File: src/rtl/rfdly_pkg.sv
package rfdly_pkg;
  typedef enum logic {
    LN_IDLE = 1'b0,
    LN_WAIT = 1'b1
  } ln_state_t;
endpackage

File: src/rtl/rfdly_tick.sv
module rfdly_tick #(
  parameter int CYC_PER_US = 100
) (
  input  logic clk,
  input  logic rst_n,
  output logic tick
);
  generate
    if (CYC_PER_US <= 1) begin : g_every
      assign tick = 1'b1;
    end else begin : g_count
      localparam int PW = $clog2(CYC_PER_US);
      localparam logic [PW-1:0] LAST = PW'(CYC_PER_US - 1);
      logic [PW-1:0] pc_q;
      always_ff @(posedge clk or negedge rst_n) begin
        if (!rst_n) pc_q <= '0;
        else if (pc_q == LAST) pc_q <= '0;
        else pc_q <= pc_q + 1'b1;
      end
      assign tick = (pc_q == LAST);
    end
  endgenerate
endmodule

File: src/rtl/rfdly_line.sv
module rfdly_line
  import rfdly_pkg::*;
#(
  parameter int DLY_W = 18
) (
  input  logic             clk,
  input  logic             rst_n,
  input  logic             tick,
  input  logic             req,
  input  logic             wr,
  input  logic [DLY_W-1:0] wr_rise,
  input  logic [DLY_W-1:0] wr_fall,
  input  logic             wr_inv,
  output logic             lvl,
  output logic             pin,
  output logic             busy
);
  logic [DLY_W-1:0] rise_q, fall_q, cnt_q, dly;
  logic             inv_q;
  ln_state_t        st_q;

  assign dly = req ? rise_q : fall_q;

  always_ff @(posedge clk or negedge rst_n) begin
    if (!rst_n) begin
      rise_q <= '0;
      fall_q <= '0;
      inv_q  <= 1'b0;
    end else if (wr) begin
      rise_q <= wr_rise;
      fall_q <= wr_fall;
      inv_q  <= wr_inv;
    end
  end

  always_ff @(posedge clk or negedge rst_n) begin
    if (!rst_n) begin
      st_q  <= LN_IDLE;
      cnt_q <= '0;
      lvl   <= 1'b0;
    end else if (req == lvl) begin
      st_q <= LN_IDLE;
    end else if (st_q == LN_IDLE) begin
      if (dly == '0) begin
        lvl <= req;
      end else begin
        st_q  <= LN_WAIT;
        cnt_q <= dly;
      end
    end else if (tick) begin
      if (cnt_q == DLY_W'(1)) begin
        lvl  <= req;
        st_q <= LN_IDLE;
      end else begin
        cnt_q <= cnt_q - 1'b1;
      end
    end
  end

  assign pin  = lvl ^ inv_q;
  assign busy = (st_q == LN_WAIT);
endmodule

File: src/rtl/rfdly_bank.sv
module rfdly_bank #(
  parameter int LINES      = 8,
  parameter int DLY_W      = 18,
  parameter int IDX_W      = 5,
  parameter int CYC_PER_US = 100
) (
  input  logic             clk,
  input  logic             rst_n,
  input  logic [LINES-1:0] req,
  input  logic             cfg_we,
  input  logic [IDX_W-1:0] cfg_idx,
  input  logic [DLY_W-1:0] cfg_rise,
  input  logic [DLY_W-1:0] cfg_fall,
  input  logic             cfg_inv,
  output logic [LINES-1:0] pin,
  output logic [LINES-1:0] busy
);
  logic             tick;
  logic [LINES-1:0] lvl;

  rfdly_tick #(.CYC_PER_US(CYC_PER_US)) u_tick (
    .clk(clk), .rst_n(rst_n), .tick(tick)
  );

  generate
    for (genvar i = 0; i < LINES; i++) begin : g_line
      logic sel;
      assign sel = cfg_we && (32'(cfg_idx) == i);
      rfdly_line #(.DLY_W(DLY_W)) u_line (
        .clk(clk), .rst_n(rst_n), .tick(tick), .req(req[i]),
        .wr(sel), .wr_rise(cfg_rise), .wr_fall(cfg_fall), .wr_inv(cfg_inv),
        .lvl(lvl[i]), .pin(pin[i]), .busy(busy[i])
      );
    end
  endgenerate
endmodule

File: config.mk
export PLATFORM = sky130hd
export DESIGN_NAME = rfdly_bank
export DESIGN_NICKNAME = d
export VERILOG_FILES = /design/src/rtl/rfdly_pkg.sv /design/src/rtl/rfdly_tick.sv /design/src/rtl/rfdly_line.sv /design/src/rtl/rfdly_bank.sv
export SDC_FILE = /design/constraint.sdc
export NUM_CORES = 1
export LEC_CHECK = 0
export BUFFER_PORTS_ARGS = -buffer_cell sky130_fd_sc_hd__clkbuf_2
export CAP_MARGIN = 40
export CORE_ASPECT_RATIO = 2
export CORE_MARGIN = 1.5
export CORE_UTILIZATION = 55
export DETAILED_ROUTE_END_ITERATION = 8
export PLACE_DENSITY = 0.83
export REMOVE_ABC_BUFFERS = 1
export SETUP_SLACK_MARGIN = 0.3
export SLEW_MARGIN = 15
export SYNTH_ARGS = -nofsm -noshare
export SYNTH_HDL_FRONTEND = slang
export SYNTH_SLANG_ARGS = --single-unit
export TNS_END_PERCENT = 5
File: constraint.sdc
create_clock -name clk -period 3.9 [get_ports clk]
set_input_delay 0 -clock clk [delete_from_list [all_inputs] [get_ports clk]]
set_output_delay 0 -clock clk [all_outputs]
set_load 0.01 [all_outputs]
==> run_results.csv <==
group,metric,value,unit
global_routing,grt_use_total,29.6,%
sta,setup_tns,0,ns
cts,cts_buffers,40,
layout,mostFrequentLayoutCells,"dfrtp_1, mux2_2, nand2_1",
hold_path,hold_depth,2,
routing,drt_iter0_drc,1125,
global_routing,antenna_found_initial,0,
critical_path,endpoint_kind,"register",
power_and_ir_drop,fin_total_pwr,18.1,mW
critical_path,rr_endpoint,"g_line[6].u_line.cnt_q[2]$_DFFE_PN0P_",
synth,ys_seq_elements,463,
critical_path,cpMostUsedCell,"buf_4",
layout,layout_commonest_cell,"dfrtp_1",
cts,cts_root_buffer,"clkbuf_16",
sta,max_freq,316,MHz
synth,synth_top_area_share,48.1,%
job,cap_viol_max_count,0,
cts,path_clk_slew,0.07,ns
floorplan,dieArea,45200,µm²
routing,wire_per_inst,24.0,µm
hold_path,hold_path_class,"primary input to register",
synth,synth-edff-count,0,
hold_path,whs_endpoint,"g_line[4].u_line.fall_q[2]$_DFFE_PN0P_",
critical_path,cp_cell_sequence,"ha_1 > nand4bb_1 > or2_1 > buf_4 > a2111oi_4 > buf_4 > mux2_1 > o311a_1",
placement,pre_cts_slack,0.886,ns
layout,seq_area,11600,µm²
synth,yosysUniqueCellTypes,90,
synth,netlist_instances,2172,
layout,num-nets-final,2253,
critical_path,path_class,"register to register",
cts,cts.sink_count,463,
synth,yosys_warnings,0,
floorplan,fp.dieW,151,µm
layout,syn_to_final_growth,8.73,%
sta,tightest_slew,0.928,ns
critical_path,r2r_setup_slack,0.74,ns
hold_path,hold_start,"cfg_fall[2]",
critical_path,ff2ff_path_depth,8,
outcome,status,"finished, final reports clean",
global_routing,grtUsageMet2,50.4,%
sta,finalSetupViolCount,0,
sta,hold_viol,0,
power_and_ir_drop,p_leak,11.3,nW
routing,drc_errors,0,
sta,rsz0062_at_grt,"no",
global_routing,grt_pass1_vias,18600,
critical_path,crit_path_top_delay_cell,"or2_1",
placement,dp_hpwl,45800,µm
global_routing,met1_usage,32.7,%
critical_path,max_stage_delay,0.55,ns
critical_path,worst_r2r_startpoint,"u_tick.g_count.pc_q[0]$_DFF_PN0_",
cts,clock_path_buffers,3,
power_and_ir_drop,irDropWorstVdd,0.344,mV
layout,layout.cells.non_filler,2759,
cts,postCtsResizedCells,0,
sta,setup_slack,0.738,ns
synth,synth_top_area_cell,"dfrtp_1",
routing,first_pass_iters,5,
routing,drt_wl_total,66300,µm
synth,avgSynthCellArea,11.1,µm²
sta,finalMaxSlewViolations,0,
global_routing,busiest_layer,"met2",
placement,portBuffers,68,
sta,finalCritPeriodShare,81.1,%
placement,gp_congestion,0.957,
power_and_ir_drop,p_per_area,689,nW/µm²
routing,via_per_inst,6.69,
sta,whs,0.0286,ns
global_routing,grt_first_pass_wirelength,103000,µm
critical_path,crit_path_start_kind,"register",
layout,fin_util,60.4,%
layout,fin_area,26200,µm²
sta,finalCriticalPeriod,3.16,ns
sta,fin_skew,0.0191,ns
synth,synthArstFlopShare,100,%
global_routing,use_met3,3.67,%
sta,max_slew_margin,37.5,%
routing,vias,18500,
floorplan,start_util,55.6,%
critical_path,cp_max_fo,36,
layout,multi_input_area,11700,µm²
floorplan,fp-row-count,108,
cts,cts_tree,"yes",
routing,ant_nets,0,
floorplan,chipHeight,299,µm
cts,clock_latency,0.56,ns
floorplan,io_pins,69,
synth,synthTopCellsByArea,"dfrtp_1, mux2_2, mux2i_1",
synth,synth_flop_cell,"dfrtp_1",
cts,ctsHtreeMaxLevel,2,
synth,synth_area,24100,µm²
global_routing,grt_max_degree,116,
layout,fillers,3278,
synth,synth-seq-area-share,48.1,%
layout,drive_gt1_share,23.9,%
critical_path,cp.arrival,3.60,ns
floorplan,coreArea,43400,µm²
critical_path,cp.required,4.34,ns
global_routing,grt_overflow,0,
placement,place_inst,2686,
placement,placed_area,24900,µm²
cell type report:
| cell class | count | area share, % |
|---|---|---|
| Antenna cell | 1 | 0.00954 |
| Clock buffer | 56 | 4.47 |
| Clock inverter | 11 | 0.453 |
| Inverter | 37 | 0.530 |
| Multi-Input combinational cell | 1525 | 44.7 |
| Sequential cell | 463 | 44.2 |
| Tap cell | 550 | 2.62 |
| Timing Repair Buffer | 116 | 3.03 |
cells in the mapped netlist, types with 13 or more instances:
cell        n
a211oi_1   21
nor2_1    103
a31oi_1    14
buf_4      18
and3_1     29
o31ai_1    21
o21ai_1    21
a211o_1    21
nand2b_1   23
mux2i_1   110
clkbuf_1   86
or4_1      26
o211ai_1   18
buf_1      13
nor2b_1    27
buf_2      28
nor3_1     75
o21ai_0    50
nand4_1    29
o22ai_1    20
nor4b_1    25
a2111o_1   24
ha_1       17
nand2_1   113
nand3_1    62
or3_1      28
a21oi_1    40
nor4_1     88
dfrtp_1   463
mux2_2    325
inv_1      36
logic make-up after synthesis:
group                      synth area share [%]
buffers and inverters                      3.35
xor gates and xnor gates                  0.690
DFF                                        48.1
and+or+nand+nor                            16.2
AOI/OAI and AO/OA                          10.9
adders and majority gates                 0.882
muxes                                      19.9
repair_timing:
| item | CTS | global route |
|---|---|---|
| buffers inserted | 0 | 0 |
| hold buffers | 5 | 0 |
| hold endpoints to repair | 113 | 0 |
power by group:
group | switching (mW) | internal [mW] | leakage, nW
clock network | 1.81 | 2.23 | 0.626
logic | 3.50 | 2.75 | 4.95
registers | 1.55 | 6.20 | 5.77
total | 6.86 | 11.2 | 11.3
metal layers:
metal / part of all wire, % / wire length (µm) / vias to the layer above
li1: - / - / 8219
met4: 9.1 / 6060 / 0
met2: 51 / 33700 / 699
met1: 35 / 23200 / 9263
met3: 5.0 / 3310 / 272
met5: 0 / 0 / -
flip-flops by register name, summed over array words and instances (netlist names):
| register | count |
|---|---|
| g_line.u_line.cnt_q | 144 |
| g_line.u_line.fall_q | 144 |
| g_line.u_line.rise_q | 144 |
| g_line.u_line.busy | 8 |
| g_line.u_line.inv_q | 8 |
| g_line.u_line.lvl | 8 |
| u_tick.g_count.pc_q | 7 |
worst max-delay path by stage:
stage,start,end,slack [ns],depth (start not counted)
2_1_floorplan,g_line[3].u_line.busy$_DFF_PN0_,g_line[3].u_line.cnt_q[17]$_DFFE_PN0P_,0.19,5
3_3_place_gp,u_tick.g_count.pc_q[0]$_DFF_PN0_,g_line[7].u_line.cnt_q[3]$_DFFE_PN0P_,0.90,6
3_5_place_dp,u_tick.g_count.pc_q[0]$_DFF_PN0_,g_line[6].u_line.cnt_q[2]$_DFFE_PN0P_,0.89,8
4_1_cts,u_tick.g_count.pc_q[0]$_DFF_PN0_,g_line[6].u_line.cnt_q[2]$_DFFE_PN0P_,0.82,8
5_1_grt,u_tick.g_count.pc_q[0]$_DFF_PN0_,g_line[7].u_line.cnt_q[17]$_DFFE_PN0P_,0.62,7
6_report,u_tick.g_count.pc_q[0]$_DFF_PN0_,g_line[6].u_line.cnt_q[2]$_DFFE_PN0P_,0.74,8
critical path: cells and delay by family, from the launching register on:
kind,cells,cell delay [ns]
muxes,1,0.37
buffers and inverters,2,0.69
DFF,1,0.39
and+or+nand+nor,2,0.86
adders and majority gates,1,0.26
AOI/OAI and AO/OA,2,0.46
No activity file was read; power rests on OpenSTA's default activity.
